[config.mk]
export PLATFORM = sky130hd
export DESIGN_NAME = pmap_position_mapper
export DESIGN_NICKNAME = d
export VERILOG_FILES = /design/src/rtl/pmap_pkg.sv /design/src/rtl/pmap_order_reg.sv /design/src/rtl/pmap_permute.sv /design/src/rtl/pmap_level_place.sv /design/src/rtl/pmap_position_mapper.sv
export SDC_FILE = /design/constraint.sdc
export NUM_CORES = 1
export LEC_CHECK = 0
export BUFFER_PORTS_ARGS = -buffer_cell sky130_fd_sc_hd__buf_2
export CAP_MARGIN = 20
export CORE_AREA = 2 2 88 90
export CTS_BUF_LIST = sky130_fd_sc_hd__clkbuf_8
export DETAILED_ROUTE_END_ITERATION = 10
export DIE_AREA = 0 0 90 92
export PLACE_DENSITY = 0.91
export SLEW_MARGIN = 30
export SYNTH_ARGS = -nofsm -noshare
export SYNTH_HDL_FRONTEND = slang
export SYNTH_SLANG_ARGS = --single-unit
[constraint.sdc]
create_clock -name clk -period 2.5 [get_ports clk]
set_input_delay 0 -clock clk [delete_from_list [all_inputs] [get_ports clk]]
set_output_delay 0 -clock clk [all_outputs]
set_load 0.05 [all_outputs]
[src/rtl/pmap_pkg.sv]
package pmap_pkg;

    localparam int SRC_COUNT = 8;
    localparam int CODE_W    = $clog2(SRC_COUNT);
    localparam int ORDER_W   = 32;

    // Implemented bits of the order register and its reset contents.
    localparam logic [ORDER_W-1:0] ORDER_MASK  = 32'hFFF0_FFF0;
    localparam logic [ORDER_W-1:0] ORDER_RESET = 32'h0530_9770;

    typedef logic [CODE_W-1:0]          code_t;
    typedef code_t [SRC_COUNT-1:0]      code_vec_t;

    typedef struct packed {
        logic [ORDER_W-1:0] order;
    } order_state_t;

    // Low bit of the code field for a position: the first four positions
    // occupy the upper half word, the last four the lower half word.
    function automatic int field_lsb(input int pos);
        if (pos < SRC_COUNT / 2) begin
            return 29 - CODE_W * pos;
        end
        return 13 - CODE_W * (pos - SRC_COUNT / 2);
    endfunction

endpackage

[src/rtl/pmap_order_reg.sv]
module pmap_order_reg
    import pmap_pkg::*;
(
    input  logic               clk,
    input  logic               rst_n,
    input  logic               wr_en,
    input  logic [ORDER_W-1:0] wr_data,
    output logic [ORDER_W-1:0] order_o,
    output code_vec_t          codes_o
);

    order_state_t st_d, st_q;

    always_comb begin
        st_d = st_q;
        if (wr_en) begin
            st_d.order = wr_data & ORDER_MASK;
        end
    end

    always_ff @(posedge clk or negedge rst_n) begin
        if (!rst_n) begin
            st_q <= '{order: ORDER_RESET};
        end else begin
            st_q <= st_d;
        end
    end

    assign order_o = st_q.order;

    for (genvar p = 0; p < SRC_COUNT; p++) begin : g_field
        localparam int LSB = field_lsb(p);
        assign codes_o[p] = st_q.order[LSB +: CODE_W];
    end

    // first cycle out of reset shows the reset order
    p_reset_value_r1: assert property (@(posedge clk) disable iff (!rst_n)
        $rose(rst_n) |-> (order_o == ORDER_RESET));

    // captured write equals the masked data word
    p_write_lands_r2: assert property (@(posedge clk) disable iff (!rst_n)
        ($past(rst_n) && $past(wr_en)) |-> (order_o == ($past(wr_data) & ORDER_MASK)));

    // unimplemented bits never read as one
    p_unused_zero_r2: assert property (@(posedge clk) disable iff (!rst_n)
        (order_o & ~ORDER_MASK) == '0);

    // no write, no change
    p_hold_r9: assert property (@(posedge clk) disable iff (!rst_n)
        ($past(rst_n) && !$past(wr_en)) |-> $stable(order_o));

endmodule

[src/rtl/pmap_permute.sv]
module pmap_permute
    import pmap_pkg::*;
(
    input  code_vec_t            codes_i,
    input  logic [SRC_COUNT-1:0] src_req_i,
    output logic [SRC_COUNT-1:0] pos_req_o,
    output logic                 dup_o
);

    logic [SRC_COUNT-1:0] used_codes;

    always_comb begin
        for (int p = 0; p < SRC_COUNT; p++) begin
            pos_req_o[p] = src_req_i[codes_i[p]];
        end
    end

    // Pairwise comparison of every two positions.
    always_comb begin
        dup_o = 1'b0;
        for (int i = 0; i < SRC_COUNT; i++) begin
            for (int j = i + 1; j < SRC_COUNT; j++) begin
                if (codes_i[i] == codes_i[j]) begin
                    dup_o = 1'b1;
                end
            end
        end
    end

    // Coverage of the code space: with eight slots and eight codes,
    // all codes are used exactly when none repeats.
    always_comb begin
        used_codes = '0;
        for (int p = 0; p < SRC_COUNT; p++) begin
            used_codes[codes_i[p]] = 1'b1;
        end
    end

    always_comb begin
        p_dup_flag_r7: assert (dup_o != (&used_codes));
    end

endmodule

[src/rtl/pmap_level_place.sv]
module pmap_level_place
    import pmap_pkg::*;
#(
    parameter int                         NUM_LEVELS  = 129,
    parameter int                         LEVEL_W     = 8,
    parameter logic [SRC_COUNT*LEVEL_W-1:0] GROUPED_TAB = '0,
    parameter logic [SRC_COUNT*LEVEL_W-1:0] SPREAD_TAB  = '0
) (
    input  logic [SRC_COUNT-1:0]  pos_req_i,
    input  logic                  spread_i,
    output logic [NUM_LEVELS-1:0] level_o
);

    localparam int MODES = 2;
    localparam logic [MODES*SRC_COUNT*LEVEL_W-1:0] TABS = {SPREAD_TAB, GROUPED_TAB};

    logic [MODES-1:0][NUM_LEVELS-1:0] mode_levels;

    for (genvar m = 0; m < MODES; m++) begin : g_mode
        localparam int BASE = m * SRC_COUNT * LEVEL_W;
        logic mode_on;
        assign mode_on = (spread_i == m[0]);

        always_comb begin
            mode_levels[m] = '0;
            for (int p = 0; p < SRC_COUNT; p++) begin
                if (mode_on && pos_req_i[p]) begin
                    mode_levels[m][TABS[BASE + p*LEVEL_W +: LEVEL_W]] = 1'b1;
                end
            end
        end
    end

    assign level_o = mode_levels[0] | mode_levels[1];

endmodule

[src/rtl/pmap_position_mapper.sv]
module pmap_position_mapper
    import pmap_pkg::*;
#(
    parameter int NUM_LEVELS = 129,
    parameter int LEVEL_W    = $clog2(NUM_LEVELS),
    parameter logic [SRC_COUNT*LEVEL_W-1:0] GROUPED_TAB =
        {8'd33, 8'd32, 8'd31, 8'd30, 8'd5, 8'd4, 8'd3, 8'd2},
    parameter logic [SRC_COUNT*LEVEL_W-1:0] SPREAD_TAB =
        {8'd103, 8'd85, 8'd67, 8'd53, 8'd39, 8'd25, 8'd11, 8'd1}
) (
    input  logic                  clk,
    input  logic                  rst_n,
    input  logic [SRC_COUNT-1:0]  src_req,
    input  logic                  spread_mode,
    input  logic                  wr_en,
    input  logic [ORDER_W-1:0]    wr_data,
    output logic [ORDER_W-1:0]    order_rd,
    output logic [NUM_LEVELS-1:0] level_req,
    output logic                  duplicate_code
);

    code_vec_t            codes;
    logic [SRC_COUNT-1:0] pos_req;

    pmap_order_reg u_order (
        .clk     (clk),
        .rst_n   (rst_n),
        .wr_en   (wr_en),
        .wr_data (wr_data),
        .order_o (order_rd),
        .codes_o (codes)
    );

    pmap_permute u_perm (
        .codes_i   (codes),
        .src_req_i (src_req),
        .pos_req_o (pos_req),
        .dup_o     (duplicate_code)
    );

    pmap_level_place #(
        .NUM_LEVELS  (NUM_LEVELS),
        .LEVEL_W     (LEVEL_W),
        .GROUPED_TAB (GROUPED_TAB),
        .SPREAD_TAB  (SPREAD_TAB)
    ) u_place (
        .pos_req_i (pos_req),
        .spread_i  (spread_mode),
        .level_o   (level_req)
    );

    // with a unique code set every request shows up on exactly one level
    p_count_match_r4: assert property (@(posedge clk) disable iff (!rst_n)
        !duplicate_code |-> ($countones(level_req) == $countones(src_req)));

    // a repeated code can only widen the set of driven levels up to the slot count
    p_dup_bound_r8: assert property (@(posedge clk) disable iff (!rst_n)
        $countones(level_req) <= SRC_COUNT);

endmodule

After elaboration in Yosys (flattened, before gate mapping)
Index checks and enable logic that the tools add are counted.
{"block": "op_classes", "n_eq_ne": 28, "n_lt_le_gt_ge": 8, "n_reduce_logical": 16, "mux": 60, "bitwise": 2}
{"op": "34-bit by 104-bit bitwise OR with 104-bit output", "count": 1}
{"op": "3-bit == test", "count": 28}
{"op": "1-bit 2-to-1 mux", "count": 52}
{"op": "3-bit by 4-bit < comparator with 1-bit output (second input constant)", "count": 8}
{"op": "1-bit binary-select mux with 3-bit select", "count": 8}
{"op": "1-bit logical AND", "count": 16}
{"op": "1-bit NOT", "count": 1}
{"block": "totals", "register_bits": 24, "elab_cells": 115, "output_inout_bits": 162, "input_bits": 44}

Logic depth before layout (Yosys ltp)
Gate-level depths: netlist (run 1).
{"block": "logic_depth", "ltp_word": 29, "depth_mapped": 6, "ltp_nobuf": 5}

Cells and area by module
A second synthesis (run 1) with hierarchy kept.
{"block": "unflattened", "hier_cells": 380, "hier_area_um2": 3778.6}
{"mod": "pmap_permute", "cells_per_inst": 165, "instances": 1, "area_per_inst_um2": 1551.5, "seq_area_each_um2": 0.0}
{"mod": "pmap_order_reg", "cells_per_inst": 84, "instances": 1, "area_per_inst_um2": 1256.2, "seq_area_each_um2": 615.6}
{"mod": "pmap_level_place", "cells_per_inst": 131, "instances": 1, "area_per_inst_um2": 970.9, "seq_area_each_um2": 0.0}

Worst setup path before layout (run 1)
OpenSTA, ideal clock, no wires.
{"block": "synth_timing", "path_type": "register to output", "start": "register u_order.st_q, in the netlist u_order.order_o[20]", "end": "output duplicate_code", "n_path_buf": 1, "t_arrival_ns": 2.047, "required_ns": 2.500, "slack_ns": 0.453, "path_stages_with_launch": 6, "path_cell_list": "dfstp_2 -> buf_4 -> xor2_1 -> nor3_4 -> a2111oi_1 -> nand4_1"}
{"block": "synth_between", "elab_chain_cells": 27, "word_cells_on_any_way": 33, "cone_classes": "eq/ne: 7; mux: 26"}
{"item": "from (decl)", "line_no": "pmap_order_reg.sv:12", "source": "order_state_t st_d, st_q;"}
{"item": "from (signal assigned)", "line_no": "pmap_order_reg.sv:23", "source": "st_q <= '{order: ORDER_RESET};"}
{"item": "from (signal assigned)", "line_no": "pmap_order_reg.sv:25", "source": "st_q <= st_d;"}
{"item": "3-bit == test", "line_no": "pmap_permute.sv:23", "source": "if (codes_i[i] == codes_i[j]) begin"}
{"item": "1-bit 2-to-1 mux (19 in a row)", "line_no": "pmap_permute.sv:23"}
{"item": "1-bit 2-to-1 mux (*) (7 in a row)", "line_no": "pmap_permute.sv:23"}
{"item": "to (decl)", "line_no": "pmap_position_mapper.sv:19", "source": "output logic duplicate_code"}
Every way passes the cells marked *; elsewhere a longest branch is shown, timed or not.

Worst setup path after layout (run 1)
{"block": "layout_timing", "start": "register u_order.st_q, in the netlist u_order.order_o[7]", "end": "output duplicate_code"}
{"block": "layout_between", "elab_chain_cells": 24, "word_cells_on_any_way": 30, "cone_classes": "eq/ne: 7; mux: 23"}
{"item": "3-bit == test", "line_no": "pmap_permute.sv:23"}
{"item": "1-bit 2-to-1 mux (22 in a row)", "line_no": "pmap_permute.sv:23"}
{"item": "1-bit 2-to-1 mux (*)", "line_no": "pmap_permute.sv:23"}
Marked as above.

==> summary.md, run 1 <==
- sky130_fd_sc_hd__conb_1 — most common cell after layout, fill and taps aside
- 1 — CTS H-tree lvls
- 9.63% — post-synthesis simple-gate area fraction
- 0 — number of diodes
- 0 — antenna-violating nets left
- 17.4% — sequential-to-total area share from yosys stat
- 206 — Top-Level Pins
- 1.02% — Synth Area in Compound Gates
- 14.9 um — routed len/inst
- 0.08 ns — post-CTS clock slew at the launch and capture registers of the worst setup and hold paths
- 20.4% — mux share of post-synthesis cell area
- 445 MHz — timing-limited maximum frequency
- 4.72 — DR vias/cell
- 32 — num rows
- 28 — number of different library cells in the post-synthesis netlist
- register — Worst Setup Start Kind
- 0 — number of antenna violations at the first check in global routing
- 24 — post-synthesis sequential element count
- 1.68 nW — static power due to leakage
- sky130_fd_sc_hd__conb_1, sky130_fd_sc_hd__buf_2, sky130_fd_sc_hd__xnor2_1 — most frequent cells in the layout
- 2375 — via count of the first global-routing pass
- 0 — grt ovf
- 0 — max-cap viol count
- 4420 um — WL met2
- 76 — total of buffers placed on input and output ports
- 2.50 ns — critical path required time
- 4 — number of iterations in the first detailed-routing pass
- 3550 sq um — synthesized cell area
- 653 — number of fill cells
- 5520 um — HPWL Detailed
- 90 um — die width
- sky130_fd_sc_hd__buf_4 — leading area contributor after synthesis
- 2.20 mW — final total power
- 2588 — routed via count
- 0 ns — final setup skew
- 24 — flip-flop count of the largest register, all copies and words added
- 370 — cell count after synthesis
- 0.864 — final estimated routing congestion in global placement
- 0.633 ns — transition at the pin with the smallest max-transition slack
- 0 ns — setup TNS
- 24 — clock sink count
- 3.17% — area growth from synthesis to layout
- buffers and inverters — combinational family with the most area after synthesis
- 0.000474 V — maximum resistive drop on vdd
- done — CTS tree
- 2 — number of buffers on the longest clock path
- 73 — initial detailed-routing violation count
- 0 — Yosys warnings
- sky130_fd_sc_hd__clkbuf_8 — buffer type at the clock tree root
- 19.3% — Post-Synth XOR/XNOR Area
- 57.8% — Slew headroom
- 0 — Hold Violations, Final
- 25 — number of hold buffers added after CTS
- 8280 sq um — DIE AREA
- 0.562 ns — Place WS
- 0.240 ns — post-route worst hold slack
- 28.3% — fraction of final layout cells sized beyond drive strength 1
- u_order.order_o[12] — origin of the critical flop-to-flop path
- 12300 um — first-pass GRT wire length
- 611 um — sum of met3 wire segment lengths after detailed routing
- met4 — uppermost metal layer occupied by signal nets
- complete, no violations — status
- 92 um — die extent in y
- 26 — maximum number of pins on one net before global-route repair
- 2.25 ns — final critical-path required period
- 0 — post-cts resize count
- 0 — number of buffers inserted to repair setup after CTS
- 89.9% — post-route fraction of the period consumed by the critical path
- 7450 sq um — core footprint
- 602 nW/um^2 — Pwr Density
- 0% — adder and majority gate portion of the synthesized area
- sky130_fd_sc_hd__buf_4, sky130_fd_sc_hd__xnor2_1, sky130_fd_sc_hd__dfstp_2, sky130_fd_sc_hd__dfrtp_1, sky130_fd_sc_hd__mux2_2 — top cells by area in the synthesized netlist
- 47.6% — Starting Density
- reg2out — startpoint-to-endpoint class of the critical path
- 0.251 ns — minimum setup slack in the final design
- 9.59 sq um — Avg Cell Area, Syn
- 2.25 ns — arrival time at the worst endpoint
- in2reg — min-delay worst type
- 3 — total clock buffers created by CTS
- 8140 um — Detailed Route WL
- false — RSZ-0062 raised after global routing
- 28.4% — post-synth top area share
- 1.36 ns — register-to-register path setup slack
- 0 — Final Slew Violations
- wr_en — hold_sp
- 11 — Max FO, Critical Path
- 0.27 ns — Clk Latency, worst-skew pair
- u_order.order_o[7] — launching element of the worst setup path
- 0 — final number of setup-violating endpoints
- output pin — CP Capture Type
- 0 — final routed DRC violation total
- 491 — net count of the finished layout
- 18.2% — Global Route Usage Sum
- 2880 um — Met1 Routed Length
==> kinds of logic (layout without fill, tap and decap cells) <==
logic type / count (synthesis) / count (layout)
XOR/XNOR: 78 / 78
AO/OA/AOI/OAI: 5 / 5
other: 1 / 121
AND/OR/NAND/NOR: 65 / 65
buffers and inverters: 150 / 106
flip-flops: 24 / 24
multiplexers: 47 / 47
==> synth_stat cells (all sizes together) <==
master and n:
nand2 5, xnor2 69, buf 147, o22ai 1, clkbuf 2, o31ai 1
dfrtp 12, dfstp 12, o21ai 1, nand4 9, mux4 16, nor4 1
mux2i 8, nand3 27, inv 1, nor3 2, a22oi 1, nor2 13
conb 1, nor2b 8, xor2 9, mux2 23, a2111oi 1
==> layout make-up <==
type | instances | area, sq um | area share [%]
Clock inverter | 1 | 3.75 | 0.103
Sequential cell | 24 | 616 | 16.8
Clock buffer | 3 | 41.3 | 1.13
Tap cell | 102 | 128 | 3.49
Inverter | 1 | 3.75 | 0.103
Multi-Input combinational cell | 316 | 2240 | 61.1
Timing Repair Buffer | 101 | 631 | 17.2
==> final timing paths <==
kind                                             to  cells after the start
worst max-delay path                 duplicate_code                      6
worst min-delay path            u_order.order_o[12]                      3
worst max register to register  u_order.order_o[12]                      2
worst min register to register   u_order.order_o[4]                      1
max in group asynchronous        u_order.order_o[8]                      2
min in group asynchronous       u_order.order_o[22]                      2
==> where the power goes <==
part	internal, mW	switching, mW	leakage, nW
Combinational	0.406	0.922	1.39
Sequential	0.443	0.198	0.266
Clock	0.110	0.125	0.0269
==> worst max-delay path: stages, from the launching register on <==
cell and delay (ns):
sky130_fd_sc_hd__dfrtp_1 0.75, sky130_fd_sc_hd__xnor2_1 0.17, sky130_fd_sc_hd__nand3_1 0.11, sky130_fd_sc_hd__nand4_1 0.15, sky130_fd_sc_hd__nor4_1 0.36, sky130_fd_sc_hd__nand4_1 0.17, sky130_fd_sc_hd__buf_2 0.25
==> metrics by stage <==
stage,utilization [%],area [sq um],cells
3_3_place_gp,45.2,3360,519
4_1_cts,49.1,3660,548
5_1_grt,49.1,3660,548
2_1_floorplan,-,4000,490
6_report,49.1,3660,548
3_5_place_dp,45.2,3360,519
==> layer usage <==
metal	vias to the layer above	track usage [%]
li1	1144	-
met1	1238	20.8
met2	180	34.3
met3	26	2.55
met4	0	6.92
met5	-	0
(Power assumes the default switching activity.)
==> inputs of run 2 (changes only) <==
==> constraint.sdc (replaced) <==
create_clock -name clk -period 2.5 [get_ports clk]
set_input_delay 0.25 -clock clk [delete_from_list [all_inputs] [get_ports clk]]
set_output_delay 0.25 -clock clk [all_outputs]
set_load 0.05 [all_outputs]
==> run 2 against run 1 <==
Effect of this change: largest cell class unchanged; register-to-register slack better by 0.02 ns; count of clock-buffer cells in the layout is 1 higher; final cell count fell by 4.2%; total power shrank 0.14%; die area did not move; critical path depth stayed put; via count down 4.5%; sequential cell count did not move; core utilization down 2.6 points; clock skew unchanged; combinational power is essentially flat; hold slack got worse by 0.032 ns.
==> summary.md, run 2 (synthesized netlist as in run 1, its figures left out) <==
- 59.1% — share of power burned in combinational logic, was 60.2%
- 206 — Top-Level Pins, unchanged
- 1.38 ns — register-to-register path setup slack, was 1.36 ns
- 468 — net count of the finished layout, was 491
- 16.3% — Global Route Usage Sum, was 18.2%
- 1.58 nW — static power due to leakage, was 1.68 nW
- 55.6% — switching part of the total, was 56.5%
- sky130_fd_sc_hd__conb_1, sky130_fd_sc_hd__buf_2, sky130_fd_sc_hd__xnor2_1 — most frequent cells in the layout, unchanged
- 24 — clock sink count, unchanged
- output pin — CP Capture Type, unchanged
- 60.5% — Slew headroom, was 57.8%
- 2337 — via count of the first global-routing pass, was 2375
- 0.593 ns — transition at the pin with the smallest max-transition slack, was 0.633 ns
- 0 — number of buffers inserted to repair setup after CTS, unchanged
- 2.42 ns — final critical-path required period, was 2.25 ns
- 0 — final routed DRC violation total, unchanged
- 4 — number of iterations in the first detailed-routing pass, unchanged
- 5630 um — HPWL Detailed, was 5520 um
- 10 — Max FO, Critical Path, was 11
- 0 — Hold Violations, Final, unchanged
- 7450 sq um — core footprint, unchanged
- 0 — max-cap viol count, unchanged
- 978 uW — Pint, was 959 uW
- -2.19% — area growth from synthesis to layout, was 3.17%
- done — CTS tree, unchanged
- u_order.order_o[12] — origin of the critical flop-to-flop path, unchanged
- 0 — grt ovf, unchanged
- 0.870 — final estimated routing congestion in global placement, was 0.864
- 2 — Worst Reg2Reg Path Length in Cells, unchanged
- 2.25 ns — critical path required time, was 2.50 ns
- 3 — Hold Path Stages, unchanged
- in2reg — min-delay worst type, unchanged
- complete, no violations — status, unchanged
- u_order.order_o[12] — end of the worst register-to-register path, unchanged
- 96.8% — post-route fraction of the period consumed by the critical path, was 89.9%
- 0.08 ns — post-CTS clock slew at the launch and capture registers of the worst setup and hold paths, about the same
- 3 — total clock buffers created by CTS, unchanged
- 2.17 ns — arrival time at the worst endpoint, was 2.25 ns
- 90 um — die width, unchanged
- 0 — number of diodes, unchanged
- 0 — number of antenna violations at the first check in global routing, unchanged
- 0 ns — setup TNS, unchanged
- 0 — final number of setup-violating endpoints, unchanged
- 8280 sq um — DIE AREA, unchanged
- sky130_fd_sc_hd__clkbuf_8 — buffer type at the clock tree root, unchanged
- duplicate_code — worst setup path endpoint, unchanged
- 1 — CTS H-tree lvls, unchanged
- u_order.order_o[15] — launching element of the worst setup path, was u_order.order_o[7]
- 11100 um — first-pass GRT wire length, was 12300 um
- 634 nW/um^2 — Pwr Density, was 602 nW/um^2
- 32 — num rows, unchanged
- 32.2% — fraction of final layout cells sized beyond drive strength 1, was 28.3%
- 2 — number of buffers on the longest clock path, unchanged
- 0 — antenna-violating nets left, unchanged
- 13.9 um — routed len/inst, was 14.9 um
- reg2out — startpoint-to-endpoint class of the critical path, unchanged
- 4.71 — DR vias/cell, was 4.72
- 106 — initial detailed-routing violation count, was 73
- 0 ns — final setup skew, unchanged
- 2472 — routed via count, was 2588
- 24 — flip-flop count of the largest register, all copies and words added, unchanged
- 29.4% — Sequential Power Share, was 29.1%
- 1.22 mW — Net Sw Power, was 1.24 mW
- 76 — total of buffers placed on input and output ports, unchanged
- 11.4% — share of total power in the clock network, was 10.7%
- register — Worst Setup Start Kind, unchanged
- 92 um — die extent in y, unchanged
- 47.6% — Starting Density, unchanged
- 0 — Final Slew Violations, unchanged
- 26 — maximum number of pins on one net before global-route repair, unchanged
- sky130_fd_sc_hd__conb_1 — most common cell after layout, fill and taps aside, unchanged
- 413 MHz — timing-limited maximum frequency, was 445 MHz
- 0.26 ns — Clk Latency, worst-skew pair, was 0.27 ns
- 525 — final cell count without fillers, was 548
- 520 — Placed Cells, was 519
- 0.000572 V — maximum resistive drop on vdd, was 0.000474 V
- 7280 um — Detailed Route WL, was 8140 um
-- run 2: timing repair --
action / in CTS / in global routing
hold endpoints to repair: 12 / 0
setup endpoints to repair: 0 / 7
gates resized for setup: 0 / 14
hold buffers: 1 / 0
-- run 2: worst min path at each step --
stage                     slack [ns]         from             endpoint
after global placement          0.23        rst_n  u_order.order_o[23]
after CTS                       0.20  wr_data[12]  u_order.order_o[12]
after detailed placement        0.24        rst_n  u_order.order_o[23]
after floorplan                -0.05        rst_n  u_order.order_o[11]
after global routing            0.21  wr_data[30]  u_order.order_o[30]
final                           0.21  wr_data[12]  u_order.order_o[12]
-- run 2: critical path: stages (launching register included) --
cell,delay (ns)
sky130_fd_sc_hd__dfstp_2,0.72
sky130_fd_sc_hd__xnor2_1,0.15
sky130_fd_sc_hd__nand3_1,0.11
sky130_fd_sc_hd__nand4_1,0.11
sky130_fd_sc_hd__nor4_1,0.38
sky130_fd_sc_hd__nand4_1,0.18
sky130_fd_sc_hd__buf_2,0.25
-- run 2: routing by layer --
| layer | part of all wire [%] | up-vias | GRT usage, % | wire length [um] |
|---|---|---|---|---|
| met5 | 0 | - | 0 | 0 |
| met4 | 2.1 | 0 | 7.82 | 153 |
| met3 | 9.2 | 18 | 1.48 | 672 |
| met2 | 53 | 175 | 30.7 | 3890 |
| met1 | 35 | 1180 | 18.6 | 2570 |
| li1 | - | 1099 | - | - |
-- run 2: power groups by stage --
stage          registers, mW  logic, mW  clock network, mW
2_1_floorplan          0.615       1.30                  0
3_3_place_gp           0.632       1.26                  0
3_5_place_dp           0.639       1.29                  0
4_1_cts                0.634       1.30              0.265
5_1_grt                0.661       1.37              0.281
6_report               0.647       1.30              0.252
-- run 2: cell type report --
class / count / area, sq um
clock buffer: 4 / 55.1
fill: 687 / 3980
inverter: 1 / 3.75
multi-input combinational: 316 / 2240
sequential: 24 / 648
tap: 102 / 128
timing repair buffer: 78 / 398
-- run 2: metrics by stage --
stage | power [mW] | setup WS, ns | hold slack, ns | area (sq um) | utilization (%)
after floorplan | 1.92 | 0.203 | -0.0456 | 4000 | -
after global placement | 1.89 | 0.379 | 0.231 | 3370 | 45.3
after detailed placement | 1.93 | 0.345 | 0.245 | 3370 | 45.3
after CTS | 2.20 | 0.0288 | 0.201 | 3440 | 46.2
after global routing | 2.31 | -0.0194 | 0.211 | 3470 | 46.6
final | 2.20 | 0.0803 | 0.208 | 3470 | 46.6
